## src/rtl/vecIntr_pkg.sv

```systemverilog
package vecIntr_pkg;
  typedef enum logic [2:0] {
    S_IDLE, S_PASS, S_RESP, S_ACKED, S_WAITAS
  } cycState_t;

  typedef struct packed {
    logic setFwd;
    logic clrFwd;
    logic setAck;
    logic clrAck;
    logic clrPend;
  } ctlStrobes_t;
endpackage

```

## src/rtl/vecIntrCtl.sv

```systemverilog
module vecIntrCtl
  import vecIntr_pkg::*;
#(
  parameter int LVL_W = 3,
  parameter int DS_W  = 2
) (
  input  logic             clk,
  input  logic             rstN,
  input  logic             chainIn,
  input  logic             addrStrobe,
  input  logic [LVL_W-1:0] lvlAddr,
  input  logic [DS_W-1:0]  dataStrobe,
  input  logic [LVL_W-1:0] cfgLevel,
  input  logic             pending,
  output ctlStrobes_t      strb
);
  cycState_t state, stateNxt;
  logic cycStart, claim, dsAny;

  assign cycStart = chainIn && addrStrobe;
  assign claim    = pending && (cfgLevel != '0) && (lvlAddr == cfgLevel);
  assign dsAny    = |dataStrobe;

  always_comb begin
    stateNxt = state;
    strb     = '0;
    unique case (state)
      S_IDLE: if (cycStart) begin
        if (claim) stateNxt = S_RESP;
        else begin
          stateNxt    = S_PASS;
          strb.setFwd = 1'b1;
        end
      end
      S_PASS: if (!addrStrobe) begin
        stateNxt    = S_IDLE;
        strb.clrFwd = 1'b1;
      end
      S_RESP: if (dsAny) begin
        stateNxt     = S_ACKED;
        strb.setAck  = 1'b1;
        strb.clrPend = 1'b1;
      end
      S_ACKED: if (!dsAny) begin
        stateNxt    = S_WAITAS;
        strb.clrAck = 1'b1;
      end
      S_WAITAS: if (!addrStrobe) stateNxt = S_IDLE;
      default: stateNxt = S_IDLE;
    endcase
  end

  always_ff @(posedge clk) begin
    if (!rstN) state <= S_IDLE;
    else       state <= stateNxt;
  end

  // a cycle seen with nothing pending is always passed on
  assert_nopend_forwards_R2: assert property (@(posedge clk) disable iff (!rstN)
    (state == S_IDLE && cycStart && !pending) |=> (state == S_PASS));
endmodule

```

## src/rtl/vecIntrDp.sv

```systemverilog
module vecIntrDp
  import vecIntr_pkg::*;
#(
  parameter int NUM_LVL = 7,
  parameter int LVL_W   = 3,
  parameter int VEC_W   = 8
) (
  input  logic               clk,
  input  logic               rstN,
  input  logic               trigPulse,
  input  logic [LVL_W-1:0]   cfgLevel,
  input  logic [VEC_W-1:0]   cfgVector,
  input  ctlStrobes_t        strb,
  output logic [NUM_LVL-1:0] irqOut,
  output logic               chainOut,
  output logic               xferAck,
  output logic [VEC_W-1:0]   vecOut,
  output logic               pending
);
  logic armOk;
  assign armOk = trigPulse && (cfgLevel != '0);

  always_ff @(posedge clk) begin
    if (!rstN) begin
      pending  <= 1'b0;
      chainOut <= 1'b0;
      xferAck  <= 1'b0;
      vecOut   <= '0;
    end else begin
      if (armOk)             pending <= 1'b1;
      else if (strb.clrPend) pending <= 1'b0;
      if (strb.setFwd)       chainOut <= 1'b1;
      else if (strb.clrFwd)  chainOut <= 1'b0;
      if (strb.setAck) begin
        xferAck <= 1'b1;
        vecOut  <= cfgVector;
      end else if (strb.clrAck) begin
        xferAck <= 1'b0;
        vecOut  <= '0;
      end
    end
  end

  for (genvar g = 0; g < NUM_LVL; g++) begin : gLine
    assign irqOut[g] = pending && (cfgLevel == LVL_W'(g + 1));
  end

  assert_one_line_R1: assert property (@(posedge clk) disable iff (!rstN)
    $onehot0(irqOut));
  assert_deliver_clears_R4: assert property (@(posedge clk) disable iff (!rstN)
    ($rose(xferAck) && !$past(trigPulse)) |-> !pending);
  assert_vec_quiet_R5: assert property (@(posedge clk) disable iff (!rstN)
    !xferAck |-> (vecOut == '0));
endmodule

```

## src/rtl/vecIntr.sv

```systemverilog
module vecIntr
  import vecIntr_pkg::*;
#(
  parameter int NUM_LVL = 7,
  parameter int VEC_W   = 8,
  parameter int DS_W    = 2,
  localparam int LVL_W  = $clog2(NUM_LVL + 1)
) (
  input  logic               clk,
  input  logic               rstN,
  input  logic               trigPulse,
  input  logic [LVL_W-1:0]   cfgLevel,
  input  logic [VEC_W-1:0]   cfgVector,
  input  logic               chainIn,
  input  logic               addrStrobe,
  input  logic [LVL_W-1:0]   lvlAddr,
  input  logic [DS_W-1:0]    dataStrobe,
  output logic [NUM_LVL-1:0] irqOut,
  output logic               chainOut,
  output logic               xferAck,
  output logic [VEC_W-1:0]   vecOut
);
  ctlStrobes_t strb;
  logic pending;

  vecIntrCtl #(.LVL_W(LVL_W), .DS_W(DS_W)) uCtl (
    .clk(clk), .rstN(rstN), .chainIn(chainIn), .addrStrobe(addrStrobe),
    .lvlAddr(lvlAddr), .dataStrobe(dataStrobe), .cfgLevel(cfgLevel),
    .pending(pending), .strb(strb));

  vecIntrDp #(.NUM_LVL(NUM_LVL), .LVL_W(LVL_W), .VEC_W(VEC_W)) uDp (
    .clk(clk), .rstN(rstN), .trigPulse(trigPulse), .cfgLevel(cfgLevel),
    .cfgVector(cfgVector), .strb(strb), .irqOut(irqOut), .chainOut(chainOut),
    .xferAck(xferAck), .vecOut(vecOut), .pending(pending));

  assert_claim_blocks_chain_R3: assert property (@(posedge clk) disable iff (!rstN)
    xferAck |-> !chainOut);
  assert_chain_follows_as_R6: assert property (@(posedge clk) disable iff (!rstN)
    chainOut |-> $past(addrStrobe));
endmodule

```

## config.mk

```make
export PLATFORM = sky130hd
export DESIGN_NAME = vecIntr
export DESIGN_NICKNAME = d
export VERILOG_FILES = /design/src/rtl/vecIntr_pkg.sv /design/src/rtl/vecIntrCtl.sv /design/src/rtl/vecIntrDp.sv /design/src/rtl/vecIntr.sv
export SDC_FILE = /design/constraint.sdc
export NUM_CORES = 1
export LEC_CHECK = 0
export BUFFER_PORTS_ARGS = -buffer_cell sky130_fd_sc_hd__buf_2
export CAP_MARGIN = 20
export CORE_MARGIN = 2
export CORE_UTILIZATION = 46
export CTS_CLUSTER_DIAMETER = 60
export DETAILED_ROUTE_END_ITERATION = 12
export PLACE_DENSITY = 0.81
export SLEW_MARGIN = 25
export SYNTH_ARGS = -nofsm -noshare
export SYNTH_HDL_FRONTEND = slang
export SYNTH_SLANG_ARGS = --single-unit
```

## constraint.sdc

```tcl
create_clock -name clk -period 2.55 [get_ports clk]
set_input_delay 0 -clock clk [delete_from_list [all_inputs] [get_ports clk]]
set_output_delay 0 -clock clk [all_outputs]
set_load 0.02 [all_outputs]
```

==> key figures, run 1 <==
Power and ir drop
  – Peak supply drop: 372 uV
  – Leakage Power: 0.477 nW
  – PD cells: 447 nW/um^2

Clock tree
  – Reg clk slew, reported paths: 0.09 ns
  – Clock Latency Late Sink: 0.28 ns
  – Num Clock Sinks: 14
  – Clock Path Buffers: 2
  – CTS H-tree lvls: 1
  – CTS buffer count: 3
  – Setup Fix Bufs, Post-CTS: 0
  – Root Buffer: clkbuf_4
  – TritonCTS clock tree: yes

STA
  – Fmax: 0.644 GHz
  – Endpoints failing hold: 0
  – Final Skew: 0.00645 ns
  – Final count of negative-setup-slack endpoints: 0
  – Slew margin rel.: 0.599
  – RSZ-0062 raised after global routing: false
  – Worst slew pin tran: 0.598 ns
  – Sum Neg Setup Slack: 0 ns
  – Final Critical Period: 1.55 ns
  – Max-slew violations: 0
  – Tcrit/Tclk final: 0.609

Drt
  – DRT antenna net count: 0
  – Detailed-router iteration count before antenna repair: 4
  – DR WL met2: 1.02 mm
  – M1 WL: 791 um
  – Metal3 WL: 143 um
  – Initial DRC Count: 25
  – Routed via count: 826
  – DR top layer: met4
  – Wirelength, routed: 1.98 mm
  – Wirelength per Cell: 12.8 um
  – Vias per cell: 5.36
  – Post-route DRC: 0

Cells and area
  – # diodes: 0
  – Area growth syn-to-layout: 44.3%
  – Utilization after layout: 0.707
  – Share of layout cells above drive strength 1: 0.341
  – Non-Filler Instances: 154
  – Layout Nets: 160

Die
  – Starting Density: 0.490
  – Die Span Y: 43.8 um
  – Core Area: 1490 um^2
  – Die Area: 1920 um^2
  – I/O pins: 38
  – Cell Rows: 14
  – DIE WIDTH: 43.8 um

Global route
  – Antenna violations before repair: 0
  – GRT Util Overall: 0.232
  – First-pass GRT wire length: 3.24 mm
  – Vias in the first global route: 801
  – Largest net degree at the start of global routing: 14
  – Congestion Overflow GR: 0

Setup path
  – Crit-path max FO: 9
  – WS Path Type: flip-flop to flip-flop
  – Required time of the critical path: 2.70 ns
  – Crit end category: flip-flop
  – Arrival time worst endpoint: 1.70 ns
  – Startpoint Class: flip-flop
  – R2R setup slack: 1.0 ns

Status
  – Status: finished, final reports clean

Min path
  – Hold/Removal Path Class: input pin to flip-flop

Synth
  – Seq/Total Area, Yosys: 0.384
  – Avg Inst Size Synth: 8.11 um^2
  – Ys async rst share: 0
  – Primary FF master, synth: dfxtp_1
  – Library cells used by synthesis: 29
  – Synth warnings: 0
  – Post-synthesis cell area: 729 um^2
  – Post-Syn Instances: 90
  – Synth Register Bits: 14
  – Post-Syn Nets: 111
  – EDFF count, synth: 0

Place
  – GP Congestion: 0.772
  – Placed cells: 140
  – I/O Buffers: 37
  – Post-DP HPWL: 1.33 mm

Job
  – Total of max-cap violations: 0
==> layout by cell type, fill, tap and decap left out, types with 2 or more instances in the layout <==
cell,n
a21oi_1,5
o31ai_1,2
inv_1,3
nand3_1,2
dlygate4sd3_1,10
nand2_1,3
o21ai_0,5
a22oi_1,8
nand2b_1,6
nor2_1,19
nor3b_1,2
clkbuf_4,3
nor3_1,2
xnor2_1,2
dfxtp_1,14
buf_2,37
==> stage by stage <==
step / setup WS [ns] / area (um^2) / hold slack, ns / total power [mW]
finish: 0.998 / 1050 / 0.0790 / 0.470
global route: 0.860 / 1050 / 0.111 / 0.495
CTS: 1.03 / 1050 / 0.0812 / 0.473
detailed placement: 1.03 / 916 / 0.245 / 0.305
global placement: 1.13 / 916 / 0.237 / 0.303
floorplan: 1.16 / 729 / 0.0831 / 0.274
==> worst max-delay path: stages, from the launching register on <==
cell and delay [ns]:
dfxtp_1 0.46, o21ai_0 0.22, nor3_2 0.50, nand2b_1 0.19
a21oi_1 0.05
==> power by group <==
part           internal (mW)  leakage (nW)  switching (mW)
combinational         0.0422         0.343          0.0406
clock                 0.0868        0.0210          0.0704
sequential             0.224         0.114         0.00607
==> layout make-up <==
class / instances / area (um^2)
Multi-Input combinational cell: 70 / 419
Inverter: 3 / 11.3
Fill cell: 122 / 437
Sequential cell: 14 / 280
Tap cell: 16 / 20.0
Timing Repair Buffer: 47 / 285
Clock buffer: 4 / 36.3
==> timing repair <==
item	in CTS	in global routing
gates resized for setup	0	0
hold endpoints to repair	11	0
hold buffers	10	0
==> final timing paths <==
check / from / end / depth (start not counted)
setup / recovery: uCtl.state[1]$_SDFFE_PN0P_ / uDp.pending$_SDFFE_PN0P_ / 4
hold / removal: cfgLevel[2] / uDp.pending$_SDFFE_PN0P_ / 3
hold reg to reg: uDp.vecOut[6]$_SDFFE_PN0P_ / uDp.vecOut[6]$_SDFFE_PN0P_ / 2
setup reg to reg: uCtl.state[1]$_SDFFE_PN0P_ / uDp.pending$_SDFFE_PN0P_ / 4
==> sequential cells by signal, summed over array words and instances, names as in the netlist <==
name / flops
uDp.vecOut: 8
uDp.xferAck: 1
uDp.pending: 1
uDp.chainOut: 1
uCtl.state: 3
==> cells in the mapped netlist (2+ instances only) <==
| cell type | n | area (um^2) |
|---|---|---|
| a22oi_1 | 8 | 60.1 |
| nand3_1 | 2 | 10.0 |
| nor3b_1 | 2 | 15.0 |
| a21oi_1 | 5 | 25.0 |
| clkbuf_1 | 2 | 7.51 |
| nor3_1 | 2 | 10.0 |
| o21ai_0 | 5 | 25.0 |
| nand2_1 | 3 | 11.3 |
| nand2b_1 | 6 | 37.5 |
| dfxtp_1 | 14 | 280 |
| inv_1 | 3 | 11.3 |
| nor2_1 | 19 | 71.3 |
| o31ai_1 | 2 | 15.0 |
| xnor2_1 | 2 | 17.5 |
==> routing by layer <==
metal	up-vias	GRT usage
li1	417	-
met1	365	0.246
met2	40	0.424
met3	4	0.0375
met4	0	0.133
met5	-	0
==> cell families (layout without fill, tap and decap cells) <==
group                     Yosys count  after routing  share of synthesized area
AOI/OAI and AO/OA                  27             27                      0.266
DFF                                14             14                      0.384
and+or+nand+nor                    41             41                      0.285
buffers and inverters               6             54                     0.0412
xor gates and xnor gates            2              2                     0.0240
Note: power is estimated with default switching activity, not from simulation.
==> run 2, diff against run 1 <==
ABC_AREA = 1   (was default)
CORE_UTILIZATION = 44   (was 46)
PLACE_DENSITY = 0.77   (was 0.81)
clock period = 1.6 ns   (was 2.55 ns; I/O delays follow)
==> key figures, run 2 <==
Global route
  – Antenna violations before repair: 0 (unchanged)
  – Largest net degree at the start of global routing: 14 (unchanged)
  – Vias in the first global route: 783 (-2.2%)
  – First-pass GRT wire length: 3.14 mm (-3.2%)
  – GRT Util Overall: 0.203 (-0.0289)
  – Congestion Overflow GR: 0 (unchanged)

Drt
  – Initial DRC Count: 20 (-20%)
  – Metal3 WL: 95 um (-34%)
  – DR WL met2: 993 um (-2.6%)
  – M1 WL: 879 um (+11%)
  – DRT antenna net count: 0 (unchanged)
  – Post-route DRC: 0 (unchanged)
  – Wirelength, routed: 2.03 mm (+2.5%)
  – Detailed-router iteration count before antenna repair: 4 (unchanged)
  – DR top layer: met4
  – Routed via count: 916 (+11%)
  – Wirelength per Cell: 11.3 um (-12%)
  – Vias per cell: 5.09 (-5.1%)

Synth
  – Top-count cell post-synth: nand2_1
  – Xor/xnor share of the synthesized area: 0.0111 (-0.0129)
  – Primary FF master, synth: dfxtp_1
  – Post-Syn Instances: 115 (+28%)
  – Synth Area in Compound Gates: 0.140 (-0.126)
  – Synth top area share: 0.356 (-0.0287)
  – Top post-synthesis cells by count: 21 x nand2_1, 14 x dfxtp_1, 13 x a21oi_1, 13 x nand3_1, 10 x inv_1
  – Post-synthesis mux area share: 0 (unchanged)
  – Post-synthesis cell area: 788 um^2 (+8.1%)
  – Simple-gate share of the synthesized area: 0.403 (+0.118)
  – Largest family of logic cells by synthesized area: simple AND/OR/NAND/NOR gates
  – Post-Syn Nets: 136 (+23%)
  – Synth warnings: 0 (unchanged)
  – Largest cells by area after synthesis: dfxtp_1 36%, nand2_1 10%, a21oi_1 8.3%, nand3_1 8.3%, nand4_1 6.3%
  – Seq/Total Area, Yosys: 0.356 (-0.0287)
  – Synth Register Bits: 14 (unchanged)
  – EDFF count, synth: 0 (unchanged)
  – Avg Inst Size Synth: 6.85 um^2 (-15%)
  – Library cells used by synthesis: 22 (-24%)
  – Dominant cell type by area after synthesis: dfxtp_1
  – Adder-Cell Fraction of Synth Area: 0 (unchanged)
  – Ys async rst share: 0 (unchanged)

Min path
  – Hold Crit Start: cfgVector[7]
  – WHS Path Cells: 3 (unchanged)
  – Hold/Removal Path Class: input pin to flip-flop
  – Hold Crit Endpoint: uDp.vecOut[7]$_SDFFE_PN0P_

Setup path
  – Worst R2R End: uCtl.state[0]$_SDFFE_PN0P_
  – Worst path slowest cell: dfxtp_1
  – Crit-path max FO: 13 (+4)
  – Critical Path, Cell by Cell: nor2_4 -> nand2_1 -> o21ai_2 -> nor2_2 -> nand3_1 -> a21oi_2
  – R2R setup slack: 0.28 ns (-0.72 ns)
  – Required time of the critical path: 1.76 ns (-0.94 ns)
  – Origin of the critical flop-to-flop path: uCtl.state[2]$_SDFFE_PN0P_
  – WS Path Type: flip-flop to flip-flop
  – FF-to-FF path depth: 6 (+2)
  – Startpoint Class: flip-flop
  – Arrival time worst endpoint: 1.48 ns (-0.22 ns)
  – Max stage delay on crit path: 0.37 ns (-0.13 ns)
  – Crit end category: flip-flop

Cells and area
  – Most frequent cells in the layout: 37 x buf_2, 21 x nand2_1, 14 x dfxtp_1
  – Share of layout cells above drive strength 1: 0.355 (+0.0143)
  – Commonest non-fill, non-tap cell in the layout: buf_2
  – Max reg flops: 8 (unchanged)
  – Non-Filler Instances: 180 (+17%)
  – Final-layout fill cell count: 154 (+26%)
  – Biggest regs: uDp.vecOut x8, uCtl.state x3
  – Utilization after layout: 0.614 (-0.0928)
  – Design Area, Final: 1050 um^2 (-0.36%)
  – Top reg by flops: uDp.vecOut
  – Layout Nets: 178 (+11%)
  – # diodes: 0 (unchanged)
  – Area growth syn-to-layout: 33.0%

Die
  – Starting Density: 0.462 (-0.0284)
  – Die Area: 2150 um^2 (+12%)
  – DIE WIDTH: 46.3 um (+5.7%)
  – Die Span Y: 46.3 um (+5.7%)
  – Cell Rows: 15 (+1)
  – Core Area: 1710 um^2 (+15%)
  – I/O pins: 38 (unchanged)

STA
  – Final count of negative-setup-slack endpoints: 0 (unchanged)
  – Sum Neg Setup Slack: 0 ns (unchanged)
  – Worst slew pin tran: 0.424 ns (-0.174 ns)
  – Final Skew: 0.00749 ns (+0.00104 ns)
  – Tcrit/Tclk final: 0.824 (+0.216)
  – Setup ws final: 0.281 ns (-0.717 ns)
  – Max-slew violations: 0 (unchanged)
  – Final Critical Period: 1.32 ns (-0.233 ns)
  – RSZ-0062 raised after global routing: false
  – Final hold slack: 0.00620 ns (-0.0728 ns)
  – Slew margin rel.: 0.717 (+0.118)
  – Fmax: 0.758 GHz (+18%)
  – Endpoints failing hold: 0 (unchanged)

Place
  – GP Congestion: 0.882 (+14%)
  – Placed cell area: 986 um^2 (+7.7%)
  – Post-DP HPWL: 1.47 mm (+9.9%)
  – Worst slack, placed: 0.323 ns (-0.711 ns)
  – Placed cells: 173 (+24%)
  – I/O Buffers: 37 (unchanged)

Clock tree
  – CTS buffer count: 3 (unchanged)
  – Clock Path Buffers: 2 (unchanged)
  – Root Buffer: clkbuf_4
  – Post-CTS sizing: 0 (unchanged)
  – TritonCTS clock tree: yes
  – Clock Latency Late Sink: 0.28 ns (about the same)
  – CTS H-tree lvls: 1 (unchanged)
  – Reg clk slew, reported paths: 0.08 ns (about the same)
  – Num Clock Sinks: 14 (unchanged)
  – Setup Fix Bufs, Post-CTS: 0 (unchanged)

Job
  – Total of max-cap violations: 0 (unchanged)

Status
  – Status: finished, final reports clean

Power and ir drop
  – Leakage Power: 0.503 nW (+5.3%)
  – Peak supply drop: 638 uV (+72%)
  – PD cells: 695 nW/um^2 (+56%)
  – Total power: 0.729 mW (+55%)
## run 2: changes by cell type in the layout (fill, tap and decap cells not counted), sizes merged, moves of 2 or more
cell         delta
a21oi           +8
a22oi           -8
dlygate4sd3     -6
inv             +9
nand2          +22
nand2b          -6
nand3          +13
nand4           +7
nor2            -6
nor3b           -2
xnor2           -2
## run 2: power breakdown
group / switching [mW] / total [mW] / leakage (nW) / internal [mW]
logic: 0.101 / 0.164 / 0.375 / 0.0631
registers: 0.0122 / 0.370 / 0.113 / 0.358
clock network: 0.108 / 0.195 / 0.0138 / 0.0873
total: 0.220 / 0.729 / 0.503 / 0.508
## run 2: per-layer routing
layer  vias to the layer above  track usage
li1                        467            -
met3                         6       0.0745
met5                         -            0
met2                        27        0.342
met4                         0       0.0514
met1                       416        0.241
## run 2: repair_timing
item	CTS	global route
hold buffers	4	0
endpoints found under the setup margin	0	0
endpoints found under the hold margin	4	0
## run 2: cell families after synthesis
family	count (synthesis)
buffers and inverters	17
AO/OA/AOI/OAI	20
AND/OR/NAND/NOR	63
flip-flops	14
XOR/XNOR	1
## run 2: worst max-delay path: cells and delay by family, from the launching register on
| kind | cells | cell delay (ns) |
|---|---|---|
| and+or+nand+nor | 4 | 0.57 |
| AOI/OAI and AO/OA | 2 | 0.26 |
| DFF | 1 | 0.37 |
## run 2: area by class of cell
class | instances | area, um^2 | area share
Inverter | 12 | 45.0 | 0.0430
Timing Repair Buffer | 42 | 233 | 0.222
Sequential cell | 14 | 280 | 0.267
Clock buffer | 3 | 22.5 | 0.0215
Tap cell | 25 | 31.3 | 0.0298
Multi-Input combinational cell | 84 | 437 | 0.416
## run 2: worst max path at each step
stage,start,endpoint,slack (ns),depth (start not counted)
6_report,uCtl.state[2]$_SDFFE_PN0P_,uCtl.state[0]$_SDFFE_PN0P_,0.28,6
5_1_grt,uCtl.state[2]$_SDFFE_PN0P_,uCtl.state[0]$_SDFFE_PN0P_,0.18,6
4_1_cts,uCtl.state[2]$_SDFFE_PN0P_,uCtl.state[0]$_SDFFE_PN0P_,0.31,6
3_5_place_dp,uCtl.state[2]$_SDFFE_PN0P_,uCtl.state[0]$_SDFFE_PN0P_,0.32,6
3_3_place_gp,uCtl.state[2]$_SDFFE_PN0P_,uCtl.state[0]$_SDFFE_PN0P_,0.37,6
2_1_floorplan,uCtl.state[0]$_SDFFE_PN0P_,uDp.vecOut[0]$_SDFFE_PN0P_,0.57,5
